<file path="config.mk">
export PLATFORM = sky130hd
export DESIGN_NAME = revcla_adder
export DESIGN_NICKNAME = d
export VERILOG_FILES = /design/src/rtl/revcla_pkg.sv /design/src/rtl/rev_peres.sv /design/src/rtl/rev_toffoli.sv /design/src/rtl/rev_feynman.sv /design/src/rtl/revcla_carry_unit.sv /design/src/rtl/revcla_adder.sv
export SDC_FILE = /design/constraint.sdc
export NUM_CORES = 1
export LEC_CHECK = 0
export BUFFER_PORTS_ARGS = -buffer_cell sky130_fd_sc_hd__buf_2
export CORE_MARGIN = 2
export CORE_UTILIZATION = 43
export DETAILED_ROUTE_END_ITERATION = 7
export PLACE_DENSITY = 0.84
export SETUP_SLACK_MARGIN = 0.15
export SLEW_MARGIN = 20
export SYNTH_ARGS = -nofsm -noshare
export SYNTH_HDL_FRONTEND = slang
export SYNTH_SLANG_ARGS = --single-unit
</file>
<file path="constraint.sdc">
create_clock -name vclk -period 2.8
set_input_delay 0.28 -clock vclk [all_inputs]
set_output_delay 0.28 -clock vclk [all_outputs]
set_load 0.05 [all_outputs]
</file>
<file path="src/rtl/revcla_pkg.sv">
`timescale 1ns/1ps
package revcla_pkg;

  // number of garbage lines a slice at bit position idx exports
  function automatic int garb_slice(input int idx);
    return 5 * idx + 6;
  endfunction

  // first garbage bit owned by slice idx
  function automatic int garb_offset(input int idx);
    return (5 * idx * (idx - 1)) / 2 + 6 * idx;
  endfunction

  // total garbage width for a w-bit adder
  function automatic int garb_total(input int w);
    return garb_offset(w);
  endfunction

  // garbage lines exported by the lookahead unit of slice idx
  function automatic int garb_lookahead(input int idx);
    return 5 * idx + 3;
  endfunction

endpackage

</file>
<file path="src/rtl/rev_peres.sv">
`timescale 1ns/1ps
module rev_peres (
  input  logic in_a,
  input  logic in_b,
  input  logic in_c,
  output logic out_p,
  output logic out_q,
  output logic out_r
);
  assign out_p = in_a;
  assign out_q = in_a ^ in_b;
  assign out_r = (in_a & in_b) ^ in_c;
endmodule

</file>
<file path="src/rtl/rev_toffoli.sv">
`timescale 1ns/1ps
module rev_toffoli (
  input  logic in_a,
  input  logic in_b,
  input  logic in_c,
  output logic out_x,
  output logic out_y,
  output logic out_z
);
  assign out_x = in_a;
  assign out_y = in_b;
  assign out_z = in_c ^ (in_a & in_b);
endmodule

</file>
<file path="src/rtl/rev_feynman.sv">
`timescale 1ns/1ps
module rev_feynman (
  input  logic in_a,
  input  logic in_b,
  output logic out_p,
  output logic out_q
);
  assign out_p = in_a;
  assign out_q = in_a ^ in_b;
endmodule

</file>
<file path="src/rtl/revcla_carry_unit.sv">
`timescale 1ns/1ps
// Lookahead carry into position IDX+1:
//   c = g[IDX] ^ sum_{k<IDX} (p[IDX:k+1] & g[k]) ^ (p[IDX:0] & cin)
// All terms are mutually exclusive, so XOR replaces OR.
// Garbage layout (ascending):
//   product Toffolis k = 0..IDX-1        : 2 lines each (x, y)
//   term Toffolis j = 0..IDX (IDX = cin) : 2 lines each (x, y)
//   Feynman accumulators j = 0..IDX      : 1 line each (p)
module revcla_carry_unit #(
  parameter int IDX = 0
) (
  input  logic [IDX:0]       prop,
  input  logic [IDX:0]       gen,
  input  logic               cin,
  output logic               cout,
  output logic [5*IDX+2:0]   garb
);
  localparam int TERM_BASE = 2 * IDX;
  localparam int FEYN_BASE = TERM_BASE + 2 * (IDX + 1);

  logic [IDX:0]   pp;    // pp[k] = prop[IDX] & ... & prop[k]
  logic [IDX:0]   trm;   // trm[j<IDX]: pp[j+1]&gen[j]; trm[IDX]: pp[0]&cin
  logic [IDX+1:0] acc;   // running XOR of terms

  assign pp[IDX] = prop[IDX];

  genvar k;
  generate
    for (k = 0; k < IDX; k++) begin : g_prod
      rev_toffoli u_prod (
        .in_a (pp[k+1]),
        .in_b (prop[k]),
        .in_c (1'b0),
        .out_x(garb[2*k]),
        .out_y(garb[2*k+1]),
        .out_z(pp[k])
      );
    end

    for (k = 0; k <= IDX; k++) begin : g_term
      if (k < IDX) begin : g_gen_term
        rev_toffoli u_term (
          .in_a (pp[k+1]),
          .in_b (gen[k]),
          .in_c (1'b0),
          .out_x(garb[TERM_BASE+2*k]),
          .out_y(garb[TERM_BASE+2*k+1]),
          .out_z(trm[k])
        );
      end else begin : g_cin_term
        rev_toffoli u_term (
          .in_a (pp[0]),
          .in_b (cin),
          .in_c (1'b0),
          .out_x(garb[TERM_BASE+2*k]),
          .out_y(garb[TERM_BASE+2*k+1]),
          .out_z(trm[k])
        );
      end
    end

    assign acc[0] = gen[IDX];
    for (k = 0; k <= IDX; k++) begin : g_acc
      rev_feynman u_acc (
        .in_a (trm[k]),
        .in_b (acc[k]),
        .out_p(garb[FEYN_BASE+k]),
        .out_q(acc[k+1])
      );
    end
  endgenerate

  assign cout = acc[IDX+1];
endmodule

</file>
<file path="src/rtl/revcla_adder.sv">
`timescale 1ns/1ps
// Slice i garbage (from off(i) upward):
//   [0]              operand copy of the input Peres cell (op_a[i])
//   [1 .. 5i+3]      lookahead unit lines
//   [5i+4]           propagate copy of the sum Peres cell
//   [5i+5]           locally rippled carry of the sum Peres cell
module revcla_adder #(
  parameter int W  = 4,
  parameter int GW = revcla_pkg::garb_total(W)
) (
  input  logic [W-1:0]  op_a,
  input  logic [W-1:0]  op_b,
  input  logic          carry_in,
  output logic [W-1:0]  sum,
  output logic          carry_out,
  output logic [GW-1:0] garbage
);
  import revcla_pkg::*;

  logic [W-1:0] prop;         // a ^ b per position
  logic [W-1:0] gen;          // a & b per position
  logic [W:0]   carry;        // lookahead carries, carry[0] = carry_in
  logic [W-1:0] slice_carry;  // rippled carry from the sum Peres cell

  assign carry[0] = carry_in;

  genvar i;
  generate
    for (i = 0; i < W; i++) begin : g_slice
      localparam int OFF = garb_offset(i);
      localparam int LAW = garb_lookahead(i);

      rev_peres u_pg (
        .in_a (op_a[i]),
        .in_b (op_b[i]),
        .in_c (1'b0),
        .out_p(garbage[OFF]),
        .out_q(prop[i]),
        .out_r(gen[i])
      );

      revcla_carry_unit #(.IDX(i)) u_la (
        .prop(prop[i:0]),
        .gen (gen[i:0]),
        .cin (carry_in),
        .cout(carry[i+1]),
        .garb(garbage[OFF+1 +: LAW])
      );

      rev_peres u_sum (
        .in_a (prop[i]),
        .in_b (carry[i]),
        .in_c (gen[i]),
        .out_p(garbage[OFF+LAW+1]),
        .out_q(sum[i]),
        .out_r(slice_carry[i])
      );
      assign garbage[OFF+LAW+2] = slice_carry[i];
    end
  endgenerate

  assign carry_out = carry[W];
endmodule

</file>
# Yosys cells after proc, flatten, opt, wreduce, memory -nomap -nowiden
# Cells that the tools add are included.
totals:
  reg_bits: 0
  input_bits: 9
  out_inout_bits: 59
  elab_cells: 44
op_classes:
  n_bitwise: 44
op_table:
  columns: ["cell", "count"]
  rows:
  - ["1-bit AND", 23]
  - ["1-bit bitwise XOR", 21]

# Logic depth before layout (Yosys ltp)
depth:
  ltp_word: 8
  mapped_depth: 9
  depth_no_buf: 7

# By module
# A second synthesis with hierarchy kept.
hier_totals:
  cells_unflattened: 113
  area_unflattened_um2: 852.1
by_module_without_submodules:
  columns: ["module", "n_inst", "cells_per_inst", "area_per_inst_um2", "seq_area_each_um2"]
  rows:
  - ["rev_toffoli", 16, 4, 27.5, 0.0]
  - ["rev_peres", 8, 3, 28.8, 0.0]
  - ["rev_feynman", 10, 2, 16.3, 0.0]
  - ["revcla_carry_unit", 4, 1, 3.8, 0.0]
  - ["revcla_adder", 1, 1, 3.8, 0.0]

# Least setup slack after synthesis
# Ideal clock, no wire load.
synth_timing:
  kind: "in2out"
  startpoint: "input port op_a[0]"
  endpoint: "output port sum[3]"
  t_arrival_ns: 2.076
  required_time_ns: 2.520
  setup_slack_ns: 0.444
  cell_stages: 8
  n_path_buf: 1
  path_cell_list: "ha_1 and3b_2 o2111ai_1 o21ai_1 xnor2_1 fa_1 inv_1 buf_4"
synth_between:
  elab_chain_cells: 6
  elab_cells_between_ends: 9
  cone_classes: "bitwise (9)"
synth_rtl:
  columns: ["item", "line_no", "text"]
  rows:
  - ["from (decl)", "revcla_adder.sv:11", "input logic [W-1:0] op_a,"]
  - ["1-bit AND", "rev_peres.sv:12", "assign out_r = (in_a & in_b) ^ in_c;"]
  - ["1-bit AND", "rev_toffoli.sv:12", "assign out_z = in_c ^ (in_a & in_b);"]
  - ["1-bit bitwise XOR (2 in a row)", "rev_feynman.sv:9", "assign out_q = in_a ^ in_b;"]
  - ["1-bit bitwise XOR (*)", "rev_feynman.sv:9", null]
  - ["1-bit bitwise XOR (*)", "rev_peres.sv:11", "assign out_q = in_a ^ in_b;"]
  - ["to (decl)", "revcla_adder.sv:14", "output logic [W-1:0] sum,"]
# Mark *: on every way between the ends. The rest lies on a longest branch, timed or not.

# Worst setup path in the final report
# Ends and elaborated chain as after synthesis.

==> summary.txt <==
Job
  – Max Cap Viol: 0

Synth
  – Post-synthesis sequential area ratio: 0%
  – Average cell area after synthesis: 7.70 µm²
  – Unique masters post-synth: 29
  – Synth top area cells: buf_4, fa_1, ha_1
  – Post-synth top area share: 47.1%
  – Warnings from Yosys: 0
  – Area fraction in compound gates after synthesis: 10.5%
  – Simple-Gate Fraction of Synth Area: 18.8%
  – Mux contribution to synthesized area: 0%
  – XOR/XNOR share of the synthesized area: 1.86%
  – Cell taking the most area after synthesis: buf_4
  – Mapped Cells: 122
  – Post-synthesis adder-cell area fraction: 15.2%
  – Synth Net Count: 140
  – Cell Area, Synth: 940 µm²
  – Main combinational cell family by area after synthesis: buffers and inverters

Outcome
  – Status: completed

Layout
  – Layout cells sized above 1: 63.2%
  – Most frequent cells in the layout: buf_2, inv_1, nand2_1, nor2_1
  – Area of the multi-input gates: 448 µm²
  – Antenna cells: 0
  – # clk buffers: 0
  – Commonest non-fill, non-tap cell in the layout: buf_2
  – Seq. cell area: 0 µm²
  – Nets@finish: 153
  – Final instance area: 903 µm²
  – Num sequential: 0
  – Filler Cell Count: 210
  – Finished Layout Cells: 160
  – Layout area overhead: -3.86%

Min path
  – HP Class: input port to primary output
  – Hold Crit Depth: 2

Detailed routing
  – Antenna-violating nets left: 0
  – Vias per inst: 4.61
  – Vias: 737
  – Initial DRT Pass Iterations: 4
  – Wirelength per Cell: 11.3 µm
  – Post-route DRC violation count: 0
  – 1st-iter DRT viols: 10
  – Total wire length: 1.81 mm

Worst setup path
  – CP bufs+invs: 3
  – Max stage delay on crit path: 0.43 ns
  – Critical path capture point type: primary output
  – Worst EP arrival: 2.20 ns
  – WS Path Type: input port to primary output
  – CP startpoint kind: input port
  – Critical-path cell list: buf_2 > ha_2 > and3b_2 > o2111ai_2 > o21ai_1 > xnor2_1 > fa_1 > inv_1 > buf_4
  – Worst setup startpoint: op_a[0]
  – Critical path depth: 9
  – Critical path's slowest cell: fa_1
  – Worst Path Max Fanout: 5
  – CP required: 2.52 ns
  – Crit path max-delay family: adder cells
  – Setup crit end: sum[3]

STA
  – Min Tclk post-route: 2.48 ns
  – Hold Vio Cnt, Final: 0
  – Worst relative slew slack: 74.8%
  – Fmax: 0.404 GHz
  – Final worst path period share: 88.5%
  – RSZ-0062 raised after global routing: false
  – Worst slew pin tran: 0.377 ns
  – Final Max Tran Viols: 0
  – Fin Hold WS: 0.876 ns
  – Final setup TNS: 0 ns
  – # setup viols final: 0

Placement
  – Post-DP HPWL: 1.55 mm
  – PortBufs: 68
  – Area after DPL: 888 µm²
  – Placed insts: 160
  – Final GP Congestion: 0.707

Floorplanning
  – Starting Density: 46.9%
  – Die W: 50.7 µm
  – IO Pins: 68
  – Core Area: 2000 µm²
  – Die area: 2580 µm²
  – Die height: 50.7 µm
  – Num rows: 16

Power
  – Power density cells: 510 nW/µm²
  – Switching pwr: 0.000362 W
  – Int Power: 0.0000993 W
  – Logic pwr share: 100.0%
  – Worst-case vdd ir drop: 0.237 mV
  – Sw frac: 78.5%
  – Clock power share: 0%
  – Reg power frac: 0%
  – Static Leak: 0.590 nW

Global route
  – Initial antenna violation count: 0
  – Vias in the first global route: 649
  – Grt ovf: 0
  – First-pass GRT wire length: 2.72 mm
  – Largest net degree at the start of global routing: 15
  – GRT Util Overall: 12.9%

Clock network
  – Hold buffer count at CTS: 0
  – Post CTS Setup Buffer Count: 0
routing by layer:
metal  GRT usage [%]  wire, µm  up-vias
met3           0.298       179        0
li1                -         -      352
met5               0         0        -
met2            25.9       976       47
met1            15.2       650      338
met4            2.25         0        0
worst min-delay path by stage:
stage | endpoint | slack (ns) | startpoint
2_1_floorplan | garbage[0] | 0.73 | op_a[0]
3_3_place_gp | garbage[33] | 0.87 | op_a[3]
3_5_place_dp | garbage[17] | 0.88 | op_a[2]
4_1_cts | garbage[17] | 0.88 | op_a[2]
5_1_grt | garbage[17] | 0.89 | op_a[2]
6_report | garbage[17] | 0.88 | op_a[2]
logic make-up after synthesis:
group	after synthesis
AOI/OAI and AO/OA	11
xor gates and xnor gates	2
adders and majority gates	9
buffers and inverters	75
and+or+nand+nor	25
final cells by class:
| cell class | instances | share of cell area, % |
|---|---|---|
| tap | 27 | 3.74 |
| inverter | 15 | 6.23 |
| multi-input combinational | 47 | 49.6 |
| timing repair buffer | 71 | 40.4 |
power groups by stage:
stage	clock, W	sequential [W]	combinational, W
6_report	0	0	0.000461
3_5_place_dp	0	0	0.000458
2_1_floorplan	0	0	0.000463
5_1_grt	0	0	0.000483
3_3_place_gp	0	0	0.000451
4_1_cts	0	0	0.000461
metrics by stage:
| stage | setup WS, ns | total power (W) | utilization [%] |
|---|---|---|---|
| floorplan | 0.444 | 0.000463 | - |
| global placement | 0.272 | 0.000451 | 44.4 |
| detailed placement | 0.156 | 0.000458 | 44.4 |
| CTS | 0.208 | 0.000461 | 44.5 |
| global route | 0.218 | 0.000483 | 45.1 |
| finish | 0.322 | 0.000461 | 45.1 |
Yosys cell counts, drive strengths merged:
cell / number
and2: 5
o311ai: 1
a31oi: 1
buf: 59
nor2: 5
o221ai: 1
nand2: 6
and4b: 1
o21ai: 3
nand4b: 1
and3: 3
o211ai: 1
a21boi: 1
inv: 15
fa: 4
nor4bb: 1
and3b: 2
clkbuf: 1
xnor2: 2
o2111ai: 3
ha: 5
and2b: 1
repair_timing:
item	in CTS	in global routing
pin swaps	0	0
cloned	0	0
gates resized for setup	1	3
setup endpoints to repair	1	2
No activity file was read; power rests on OpenSTA's default activity.
